<file path="config.mk">
export PLATFORM = sky130hd
export DESIGN_NAME = ridx_addr_gen
export DESIGN_NICKNAME = d
export VERILOG_FILES = /design/src/rtl/ridx_pkg.sv /design/src/rtl/ridx_index_ext.sv /design/src/rtl/ridx_index_scale.sv /design/src/rtl/ridx_addr_sum.sv /design/src/rtl/ridx_addr_gen.sv
export SDC_FILE = /design/constraint.sdc
export NUM_CORES = 1
export LEC_CHECK = 0
export BUFFER_PORTS_ARGS = -buffer_cell sky130_fd_sc_hd__buf_2
export CAP_MARGIN = 0
export CORE_UTILIZATION = 49
export DETAILED_ROUTE_END_ITERATION = 6
export PLACE_DENSITY = 0.81
export SYNTH_ARGS = -nofsm -noshare
export SYNTH_HDL_FRONTEND = slang
export SYNTH_SLANG_ARGS = --single-unit
</file>
<file path="constraint.sdc">
create_clock -name vclk -period 4.4
set_input_delay 0.44 -clock vclk [all_inputs]
set_output_delay 0.44 -clock vclk [all_outputs]
set_load 0.1 [all_outputs]
</file>
<file path="src/rtl/ridx_pkg.sv">
package ridx_pkg;
  localparam int unsigned OPT_W = 3;
  // option[1:0] width field
  localparam logic [1:0] WID_WORD  = 2'b10;
  localparam logic [1:0] WID_DWORD = 2'b11;
endpackage

</file>
<file path="src/rtl/ridx_index_ext.sv">
module ridx_index_ext
  import ridx_pkg::*;
#(
  parameter int unsigned ADDR_W = 64,
  parameter int unsigned LO_W   = 32
) (
  input  logic [ADDR_W-1:0] index_i,
  input  logic [OPT_W-1:0]  option_i,
  output logic [ADDR_W-1:0] ext_o,
  output logic              undef_o
);
  localparam int unsigned HI_W = ADDR_W - LO_W;

  logic [HI_W-1:0] hi_fill;

  always_comb begin
    hi_fill = option_i[2] ? {HI_W{index_i[LO_W-1]}} : '0;
    undef_o = 1'b0;
    unique case (option_i[1:0])
      WID_WORD:  ext_o = {hi_fill, index_i[LO_W-1:0]};
      WID_DWORD: ext_o = index_i;  // both signedness codes pass through
      default: begin
        ext_o   = '0;
        undef_o = 1'b1;
      end
    endcase
  end
endmodule

</file>
<file path="src/rtl/ridx_index_scale.sv">
module ridx_index_scale #(
  parameter int unsigned ADDR_W = 64,
  parameter int unsigned SZ_W   = 2
) (
  input  logic [ADDR_W-1:0] val_i,
  input  logic              en_i,
  input  logic [SZ_W-1:0]   sz_i,
  output logic [ADDR_W-1:0] val_o
);
  logic [SZ_W-1:0] amt;

  // log-stage shifter, one stage per amount bit
  always_comb begin
    amt   = en_i ? sz_i : '0;
    val_o = val_i;
    for (int k = 0; k < int'(SZ_W); k++) begin
      if (amt[k]) val_o = val_o << (1 << k);
    end
  end
endmodule

</file>
<file path="src/rtl/ridx_addr_sum.sv">
module ridx_addr_sum #(
  parameter int unsigned ADDR_W = 64
) (
  input  logic [ADDR_W-1:0] base_i,
  input  logic [ADDR_W-1:0] off_i,
  input  logic              kill_i,
  output logic [ADDR_W-1:0] addr_o
);
  logic [ADDR_W-1:0] sum;

  always_comb begin
    sum    = base_i + off_i;  // carry out dropped
    addr_o = kill_i ? '0 : sum;
  end
endmodule

</file>
<file path="src/rtl/ridx_addr_gen.sv">
module ridx_addr_gen
  import ridx_pkg::*;
#(
  parameter int unsigned ADDR_W = 64,
  parameter int unsigned LO_W   = 32,
  parameter int unsigned SZ_W   = 2
) (
  input  logic [ADDR_W-1:0] base_i,
  input  logic [ADDR_W-1:0] index_i,
  input  logic [OPT_W-1:0]  option_i,
  input  logic              scale_en_i,
  input  logic [SZ_W-1:0]   size_log2_i,
  output logic [ADDR_W-1:0] addr_o,
  output logic              undef_o
);
  logic [ADDR_W-1:0] ext_idx;
  logic [ADDR_W-1:0] scl_idx;
  logic              bad_opt;

  ridx_index_ext #(.ADDR_W(ADDR_W), .LO_W(LO_W)) u_ext (
    .index_i (index_i),
    .option_i(option_i),
    .ext_o   (ext_idx),
    .undef_o (bad_opt)
  );

  ridx_index_scale #(.ADDR_W(ADDR_W), .SZ_W(SZ_W)) u_scl (
    .val_i(ext_idx),
    .en_i (scale_en_i),
    .sz_i (size_log2_i),
    .val_o(scl_idx)
  );

  ridx_addr_sum #(.ADDR_W(ADDR_W)) u_sum (
    .base_i(base_i),
    .off_i (scl_idx),
    .kill_i(bad_opt),
    .addr_o(addr_o)
  );

  assign undef_o = bad_opt;
endmodule

</file>
Yosys cells after proc, flatten, opt, wreduce, memory -nomap -nowiden

Index checks and enable logic that the tools add are counted.

Flip-flop bits (word level): 0
Bits of input ports: 134
Word-level logic and storage cells: 11

Add/sub/neg operators: 1
Equal/unequal tests: 2
Muxes and demuxes: 7
Reduce and logical (&&, ||, !) cells: 1

Operators by type and width:

| cell                 | count |
|---|---|
| $mux W64             | 3 |
| $pmux W64 S2         | 1 |
| $add A64 B64 Y64     | 1 |
| $mux W32             | 1 |
| $eq A2 B2 Y1 const B | 2 |
| $mux W2              | 1 |
| $reduce_or A2 Y1     | 1 |
| $mux W1              | 1 |

Longest topological paths before layout

Gate-level depths: netlist of run 1.

Depth after elaboration: 6
Mapped depth: 18

By module

From an unflattened synthesis of run 1, not the netlist that was laid out.

Cell total of the unflattened synthesis: 903
Area, all modules: 6393.6 µm²

By module, submodules not included:

| module           | instances | cells an instance | area an instance (µm²) | seq. area each (µm²) |
|---|---|---|---|---|
| ridx_addr_sum    | 1         | 683               | 4405.5                 | 0.0 |
| ridx_index_scale | 1         | 142               | 1426.4                 | 0.0 |
| ridx_index_ext   | 1         | 78                | 561.8                  | 0.0 |

Worst setup path before layout of run 1

Ideal clock, no wire load.

Path kind: input to output
Start: input port size_log2_i[0]
End: output port addr_o[59]
Data arrival time: 5.153 ns
Path slack: -1.193 ns
Cell stages on the path: 17
Buffers on the path: 4
Cell sequence: and2_1 > buf_2 > buf_1 > clkbuf_1 > mux2i_1 > o22ai_1 > ha_1 > buf_2 > nand3_1 > nor3_1 > a22oi_1 > or4_1 > a31o_1 > a31oi_2 > nor2_1 > o21ai_1 > mux2i_1

Word-level cells in the longest chain between the ends: 5

RTL lines:

| what                   | line                   | RTL |
|---|---|---|
| from (decl)            | ridx_addr_gen.sv:12    | `input logic [SZ_W-1:0] size_log2_i,` |
| $mux W2                | ridx_index_scale.sv:14 | `amt = en_i ? sz_i : '0;` |
| $mux W64 (2 in series) | ridx_index_scale.sv:17 | `if (amt[k]) val_o = val_o << (1 << k);` |
| $add A64 B64 Y64       | ridx_addr_sum.sv:12    | `sum = base_i + off_i;` |
| $mux W64               | ridx_addr_sum.sv:13    | `addr_o = kill_i ? '0 : sum;` |
| to (decl)              | ridx_addr_gen.sv:13    | `output logic [ADDR_W-1:0] addr_o,` |

No other way between the ends.

Worst setup path in the final report of run 1

Start: input port size_log2_i[0]
End: output port addr_o[62]

Same word-level chain as after synthesis.

==> results.json, run 1 <==
{
  "status": "finished, violations left",
  "failed_checks": "DRC, setup timing",
  "ys_types": 70,
  "drive_gt1_share_pct": 42.3,
  "finalMaxSlewViolations": 0,
  "yosysSeqAreaShare_pct": 0,
  "grt_max_degree": 38,
  "hold_path.class": "primary input to output port",
  "totalPowerFinal_mw": 2.62,
  "grt_usage_pct": 36.9,
  "row_count": 40,
  "dpl.cell_count": 1395,
  "final_core_util_pct": 86.6,
  "p_sw_mw": 1.66,
  "seq_cell_count": 0,
  "first_iter_violations": 2306,
  "p_clk_share_pct": 0,
  "rsz0062_at_grt": "true",
  "final_nets": 1488,
  "antenna_found_initial": 2,
  "yosysMostFrequentCell": "nand2_1",
  "regArea_sq_um": 0,
  "drtAntennaViolNets": 0,
  "fin_area_sq_um": 10500,
  "p_int_mw": 0.960,
  "fin_ws_ns": -0.590,
  "syn-num-nets": 1209,
  "fin_crit_sh_pct": 113,
  "required_ns": 3.96,
  "leakage_nw": 4.70,
  "arrival_ns": 4.55,
  "pwr_density_cell_nw_per_um2": 250,
  "netlist_area_sq_um": 6110,
  "fmax_ghz": 0.200,
  "route.detailed.drc": 207,
  "syn_inst": 996,
  "critical_path.endpoint_type": "output port",
  "die_x_um": 114,
  "worst_slew_pin_slew_ns": 0.916,
  "gp_congestion": 0.996,
  "finalNonFillerCells": 1443,
  "cp-start-kind": "primary input",
  "synth.top_cells.by_count": "200 x nand2_1, 124 x a21oi_1, 122 x nor2_1",
  "holdWs_ns": 1.38,
  "finalHoldViolCount": 0,
  "dieArea_sq_um": 12900,
  "viasPerCell": 7.15,
  "grt_pass1_wl_um": 39300,
  "overflow": 0,
  "num_vias": 10320,
  "drv_cap": 0,
  "syn2layout_area_growth_pct": 71.5,
  "synth-warning-count": 0,
  "place_ws_ns": -0.248,
  "yosysTopAreaCell": "ha_1",
  "critPathMaxFanout": 7,
  "dp_hpwl_um": 18900,
  "nClkBuffers": 0,
  "placed_cell_area_sq_um": 9000,
  "fp.dieH_um": 114,
  "wl_per_cell_um": 24.5,
  "initial_core_util_pct": 50.5,
  "drt_pass1_iterations": 7,
  "grt_pass1_vias": 8232,
  "ctsHoldBuffers": 0,
  "wl_um": 35400,
  "switching_share_pct": 63.4,
  "setup-violations-final": 27,
  "synthDominantCellAreaShare_pct": 16.0,
  "maxSlewHeadroom_pct": 38.3,
  "final.setup.tns_ns": -6.98,
  "synthTopCellsByArea": "ha_1 16%, nand2_1 12%, a21oi_1 10%",
  "n_fill_cell": 576,
  "synth_area_per_cell_sq_um": 6.14,
  "core-area_sq_um": 12100,
  "period_needed_ns": 4.99,
  "combPwrFrac_pct": 100.0,
  "crit_type": "primary input to output port",
  "ir_drop_mv": 0.243,
  "seqPwrFrac_pct": 0,
  "io_pins": 199,
  "io_buffer_count": 199
}
[power by group through the flow]
stage / combinational (mW) / clock (mW) / sequential (mW)
floorplan: 1.46 / 0 / 0
global placement: 2.16 / 0 / 0
detailed placement: 2.19 / 0 / 0
CTS: 2.25 / 0 / 0
global route: 2.70 / 0.0000000609 / 0
finish: 2.62 / 0.0000000609 / 0
[path summary, 6_finish.rpt]
path      startpoint    endpoint  slack, ns  cells after the start
min       base_i[63]  addr_o[63]       1.38                      5
max   size_log2_i[0]  addr_o[62]      -0.59                     20
[cell type report]
cell class / count / area (sq um) / area share, %
Inverter: 18 / 70.1 / 0.668
Timing Repair Buffer: 334 / 3200 / 30.6
Multi-Input combinational cell: 921 / 6990 / 66.7
Tap cell: 168 / 210 / 2.01
Antenna cell: 2 / 5.00 / 0.0477
[what timing repair did]
action                                  CTS  global route
hold endpoints to repair                  0             0
endpoints found under the setup margin   18            31
pin swaps                                 6            94
cloned                                    5             2
resized for setup                        43           171
setup buffers                             5            34
[metal layers]
layer | GRT usage [%] | part of all wire [%]
met3 | 5.47 | 16
met4 | 16.7 | 12
met1 | 47.2 | 31
met2 | 61.3 | 41
met5 | 0 | 0.22
[critical path: stages]
cell and delay, ns:
buf_12 0.11, and2_4 0.19, buf_12 0.15, buf_16 0.14, buf_4 0.14, nand2_1 0.07, a21oi_1 0.07, nor2_1 0.18
mux2i_1 0.12, ha_1 0.46, a21o_1 0.20, a21oi_1 0.11, o21bai_1 0.26, a21o_1 0.19, a21oi_1 0.09, o21ai_0 0.74
a31oi_4 0.14, o21ai_2 0.27, mux2i_4 0.28, buf_12 0.19
[cell families (layout without fill, tap and decap cells)]
logic type	Yosys count	count (layout)	share of synthesized area (%)
other cells	0	2	0
fa+ha+maj	79	79	16.3
compound gates	297	297	30.3
simple gates	438	440	31.7
buf+inv	77	352	5.12
xor+xnor	51	51	7.31
mux	54	54	9.25
[placed cells by master, fill, tap and decap left out, drive strengths merged, types with 2 or more instances in the layout]
| master | count |
|---|---|
| buf | 331 |
| nand2 | 201 |
| a21oi | 126 |
| nor2 | 122 |
| ha | 78 |
| mux2i | 52 |
| o21ai | 50 |
| and3 | 33 |
| a211oi | 31 |
| a21o | 29 |
| xnor2 | 28 |
| xor2 | 23 |
| inv | 18 |
| nand4 | 16 |
| nor3 | 14 |
| nand2b | 12 |
| o21a | 10 |
| nand3 | 10 |
| o21bai | 10 |
| and2 | 10 |
| o211ai | 9 |
| a31oi | 9 |
| nor2b | 6 |
| or3 | 5 |
| o31ai | 4 |
| a31o | 3 |
| clkbuf | 3 |
| diode | 2 |
| mux4 | 2 |
| nand3b | 2 |
| a221o | 2 |
| or2 | 2 |
| nor4 | 2 |
| or4 | 2 |
| a21boi | 2 |
No activity file was read; power rests on OpenSTA's default activity.
==> inputs of run 2 (changes only) <==
Clock period 4.4 ns to 4.32 ns, I/O delays scaled along.
==> run 2 against run 1 <==
The flow still finishes with violations (DRC, setup timing). Total power decreased by 2.3%. Wire length decreased by 13%. Sequential cell count unchanged. Critical path depth decreased by 1. Global-route usage about the same. Non-clock buffer count increased by 13. Hold slack got worse by 0.0042 ns. First-iteration DRC count decreased by 45%. Core utilization decreased by 2.4 points. Critical endpoint is now addr_o[63]. Highest routed layer is now met4.
==> results.json, run 2 (same netlist as run 1, synthesis figures left out) <==
{
  "status": "finished, violations left",
  "failed_checks": "DRC, setup timing",
  "drt_pass1_iterations": 7,
  "busiest_layer": "met2",
  "cp-start-kind": "primary input",
  "layout_common_cells": "197 x nand2_1, 137 x buf_2, 127 x buf_4",
  "drtAntennaViolNets": 0,
  "maxSlewHeadroom_pct": 58.0,
  "dieArea_sq_um": 12900,
  "p_clk_share_pct": 0,
  "viasPerCell": 6.78,
  "core-area_sq_um": 12100,
  "critPathMaxFanout": 7,
  "wl_per_cell_um": 21.1,
  "drive_gt1_share_pct": 39.8,
  "arrival_ns": 4.32,
  "grt_usage_pct": 37.0,
  "row_count": 40,
  "worst_slew_pin_slew_ns": 0.630,
  "grt.met3_usage_pct": 4.04,
  "setup-violations-final": 31,
  "first_iter_violations": 1275,
  "n_fill_cell": 654,
  "ctsHoldBuffers": 0,
  "seq_cell_count": 0,
  "crit_type": "primary input to output port",
  "nClkBuffers": 0,
  "finalMaxSlewViolations": 0,
  "fmax_ghz": 0.211,
  "grt_max_degree": 30,
  "grt_pass1_vias": 8286,
  "switching_share_pct": 62.7,
  "dpl.cell_count": 1423,
  "pwr_density_cell_nw_per_um2": 251,
  "p_int_mw": 0.956,
  "seqPwrFrac_pct": 0,
  "holdWs_ns": 1.37,
  "drv_cap": 0,
  "io_pins": 199,
  "required_ns": 3.89,
  "fin_ws_ns": -0.430,
  "totalPowerFinal_mw": 2.56,
  "gr-usage-met2_pct": 63.0,
  "placed_cell_area_sq_um": 9300,
  "gp_congestion": 1.08,
  "final_common_cell": "nand2_1",
  "fp.dieH_um": 114,
  "wl_um": 30700,
  "period_needed_ns": 4.75,
  "io_buffer_count": 199,
  "hold_path.class": "primary input to output port",
  "fin_area_sq_um": 10200,
  "num_vias": 9857,
  "finalNonFillerCells": 1454,
  "antenna_found_initial": 2,
  "dp_hpwl_um": 19900,
  "finalHoldViolCount": 0,
  "met1_usage_pct": 46.7,
  "final_nets": 1499,
  "ir_drop_mv": 0.196,
  "fin_crit_sh_pct": 110,
  "die_x_um": 114,
  "syn2layout_area_growth_pct": 66.8,
  "combPwrFrac_pct": 100.0,
  "route.detailed.drc": 9,
  "regArea_sq_um": 0,
  "final_core_util_pct": 84.2,
  "rsz0062_at_grt": "true",
  "p_sw_mw": 1.60,
  "critical_path.endpoint_type": "output port",
  "overflow": 0,
  "initial_core_util_pct": 50.5,
  "grt_pass1_wl_um": 39300,
  "leakage_nw": 4.71
}
-- run 2: metrics by stage --
step	worst slack [ns]	TNS [ns]
after floorplan	-0.410	-1.59
after global placement	-0.0506	-0.113
after detailed placement	-0.153	-0.969
after CTS	-0.0568	-0.0627
after global routing	-0.478	-7.43
final	-0.430	-4.47
-- run 2: repair_timing --
item                                   in CTS  in global routing
setup endpoints to repair                  11                 29
buffers inserted                            6                 19
gates cloned                                0                  4
endpoints found under the hold margin       0                  0
resized for setup                          24                104
pin swaps                                   6                 31
-- run 2: worst max-delay path: stages --
cell and delay [ns]:
buf_8 0.08, and2_4 0.28, buf_12 0.16, buf_4 0.13, nand2_1 0.06, and3_1 0.27, a211oi_4 0.37, ha_4 0.20
nand2_2 0.08, buf_4 0.16, nor3_4 0.16, a22oi_2 0.14, or4_1 0.51, a31o_1 0.28, a31oi_4 0.21, o2111a_1 0.27
o21ai_2 0.09, a21oi_4 0.20, buf_12 0.19
-- run 2: power groups by stage --
stage	clock network, mW	logic, mW	registers (mW)
floorplan	0	1.49	0
global placement	0	2.25	0
detailed placement	0	2.29	0
CTS	0	2.33	0
global route	0.0000000619	2.65	0
finish	0.0000000619	2.56	0
-- run 2: final cells by class --
type                            instances  area (sq um)  area share (%)
Multi-Input combinational cell        919          6650            65.2
Timing Repair Buffer                  347          3270            32.0
Tap cell                              168           210            2.06
Inverter                               18          68.8           0.675
Antenna cell                            2          5.00          0.0491
-- run 2: worst paths after layout --
path	startpoint	to	slack (ns)	cells after the start
setup / recovery	scale_en_i	addr_o[63]	-0.43	19
hold / removal	base_i[63]	addr_o[63]	1.37	5
-- run 2: layer usage --
metal	up-vias	share of wire [%]
met5	-	0
met4	0	9.1
met3	353	13
met2	1009	44
met1	4358	34
li1	4137	-
==> inputs of run 3 (changes only) <==
Settings changed: PLACE_DENSITY 0.81 to 0.9.
==> run 3 against run 2 <==
The run now fails in 5_1_grt. Synthesized cell count is the same. Area after synthesis unchanged.
==> results.json, run 3 <==
{
  "overflow": 4,
  "placed_cell_area_sq_um": 9070,
  "synthTopCellsByArea": "ha_1 16%, nand2_1 12%, a21oi_1 10%",
  "grt_max_degree": 33,
  "io_buffer_count": 199,
  "synth_compound_area_share_pct": 30.3,
  "ys_types": 70,
  "worst-ep-kind": "top-level output",
  "yosysTopAreaCell": "ha_1",
  "status": "did not finish",
  "syn_inst": 996,
  "flow.stopped_at": "5_1_grt",
  "synth_top_family_by_area": "simple AND/OR/NAND/NOR gates",
  "synth-adder-area-share_pct": 16.3,
  "synth-warning-count": 0,
  "synth_simple_gate_area_share_pct": 31.7,
  "firstError": "[ERROR GRT-0232] Routing congestion too high. Check the congestion heatmap in the GUI.",
  "io_pins": 199,
  "place_ws_ns": -0.259,
  "synthMuxAreaShare_pct": 9.25,
  "dpl.cell_count": 1406,
  "synth_area_per_cell_sq_um": 6.14,
  "dp_hpwl_um": 20100,
  "synth.top_cells.by_count": "200 x nand2_1, 124 x a21oi_1, 122 x nor2_1",
  "yosysSeqAreaShare_pct": 0,
  "grt_usage_pct": 72.7,
  "syn-num-nets": 1209,
  "initial_core_util_pct": 50.5,
  "postGrtWorstEndpoint": "addr_o[59]",
  "yosys.area_share.xor_xnor_pct": 7.31,
  "fp.dieH_um": 114,
  "synthDominantCellAreaShare_pct": 16.0,
  "yosysMostFrequentCell": "nand2_1",
  "gp_congestion": 1.03,
  "ctsHoldBuffers": 0,
  "netlist_area_sq_um": 6110,
  "die_x_um": 114,
  "row_count": 40
}
-- run 3: through the flow --
step	util, %	hold slack [ns]
3_3_place_gp	74.9	1.41
4_1_cts	79.6	1.37
3_5_place_dp	74.9	1.41
2_1_floorplan	-	1.25
-- run 3: kinds of logic after synthesis --
| kind of cell | after synthesis |
|---|---|
| AOI/OAI and AO/OA | 297 |
| xor gates and xnor gates | 51 |
| adders and majority gates | 79 |
| buffers and inverters | 77 |
| muxes | 54 |
| and+or+nand+nor | 438 |
-- run 3: metal layers --
metal  track usage, %  GRT overflow
met1             74.0             0
met4             66.4             2
met5             20.0             0
met2             90.7             2
met3             57.9             0
-- run 3: timing repair --
item / in CTS
gates cloned: 4
endpoints found under the setup margin: 21
pin swaps: 32
gates resized for setup: 74
setup buffers: 15
==> inputs of run 4 (changes only) <==
Settings changed: CORE_UTILIZATION 49 to 40, PLACE_DENSITY 0.9 to default, PLACE_DENSITY_LB_ADDON from default to 0.15.
Clock period 4.32 ns to 5.6 ns, I/O delays scaled along.
==> run 4 against run 3 <==
The flow now finishes, with violations (DRC).
==> results.json, run 4 (same netlist as run 1, synthesis figures left out) <==
{
  "fin_ws_ns": 0.302,
  "worst_slew_pin_slew_ns": 0.672,
  "holdWs_ns": 1.62,
  "maxSlewHeadroom_pct": 55.1,
  "route.detailed.drc": 14,
  "grt_usage_pct": 26.0,
  "dieArea_sq_um": 15800,
  "multi_input_area_sq_um": 5830,
  "critical_path.endpoint_type": "output port",
  "n_fill_cell": 1584,
  "rsz0062_at_grt": "false",
  "viasPerCell": 5.69,
  "cp-start-kind": "primary input",
  "finalNonFillerCells": 1339,
  "first_iter_violations": 565,
  "io_pins": 199,
  "pwr_density_cell_nw_per_um2": 191,
  "fin_crit_sh_pct": 94.6,
  "final_nets": 1369,
  "finalMaxSlewViolations": 0,
  "seq_cell_count": 0,
  "placed_cell_area_sq_um": 7530,
  "row_count": 44,
  "period_needed_ns": 5.30,
  "failed_checks": "DRC",
  "fmax_ghz": 0.189,
  "status": "finished, violations left",
  "syn2layout_area_growth_pct": 23.3,
  "place_ws_ns": 0.260,
  "ctsHoldBuffers": 0,
  "final_core_util_pct": 51.3,
  "drive_gt1_share_pct": 21.8,
  "nClkBuffers": 0,
  "hold_path.class": "primary input to output port",
  "fin_area_sq_um": 7540,
  "io_buffer_count": 199,
  "grt_max_degree": 38,
  "initial_core_util_pct": 41.6,
  "arrival_ns": 4.74,
  "die_x_um": 126,
  "drv_cap": 0,
  "whs_path_depth": 5,
  "grt_pass1_wl_um": 34400,
  "fp.dieH_um": 126,
  "wl_um": 21600,
  "final_common_cell": "nand2_1",
  "layout_common_cells": "199 x nand2_1, 181 x buf_2, 124 x a21oi_1",
  "final.setup.tns_ns": 0,
  "wl_per_cell_um": 16.1,
  "ir_drop_mv": 0.106,
  "core-area_sq_um": 14700,
  "grt_pass1_vias": 7024,
  "crit_type": "primary input to output port",
  "dpl.cell_count": 1338,
  "ctsResizeCount": 0,
  "totalPowerFinal_mw": 1.44,
  "required_ns": 5.04,
  "overflow": 0,
  "regArea_sq_um": 0,
  "gp_congestion": 0.920,
  "critPathMaxFanout": 22,
  "drt_pass1_iterations": 7,
  "dp_hpwl_um": 17900,
  "setup-violations-final": 0,
  "num_vias": 7625,
  "drtAntennaViolNets": 0,
  "finalHoldViolCount": 0,
  "postCtsSetupRepairBufs": 0,
  "antenna_found_initial": 1,
  "leakage_nw": 3.72
}
## run 4: final cells by class
type	instances	area share [%]
timing repair buffer	217	18.6
antenna	1	0.0332
inverter	18	0.896
multi-input combinational	919	77.4
tap	184	3.05
## run 4: worst max-delay path: stages
cell,delay [ns]
buf_2,0.11
and2_2,0.34
buf_4,0.35
buf_4,0.34
nand2_1,0.11
o21ai_0,0.38
ha_1,0.27
nand3_1,0.18
or3_1,0.38
nor2_1,0.17
nand2_1,0.08
a21oi_1,0.26
o21ai_1,0.17
a2111oi_2,0.43
nor3_1,0.10
nor3_2,0.26
buf_12,0.22
## run 4: report_power, final
part	switching (mW)	leakage, nW	internal, mW
logic	1.02	3.72	0.419
clock network	0	0.00000634	0.0000000239
registers	0	0	0
total	1.02	3.72	0.419
## run 4: path summary, 6_finish.rpt
check / end / startpoint / slack (ns)
setup / recovery: addr_o[61] / scale_en_i / 0.30
hold / removal: addr_o[63] / base_i[63] / 1.62
## run 4: routing by layer
layer  vias to the layer above  track usage [%]  part of all wire (%)
li1                       3870                -                     -
met3                        14             1.32                   5.5
met2                       264             44.3                    45
met4                         0             2.15                  0.76
met5                         -                0                     0
met1                      3477             37.3                    49
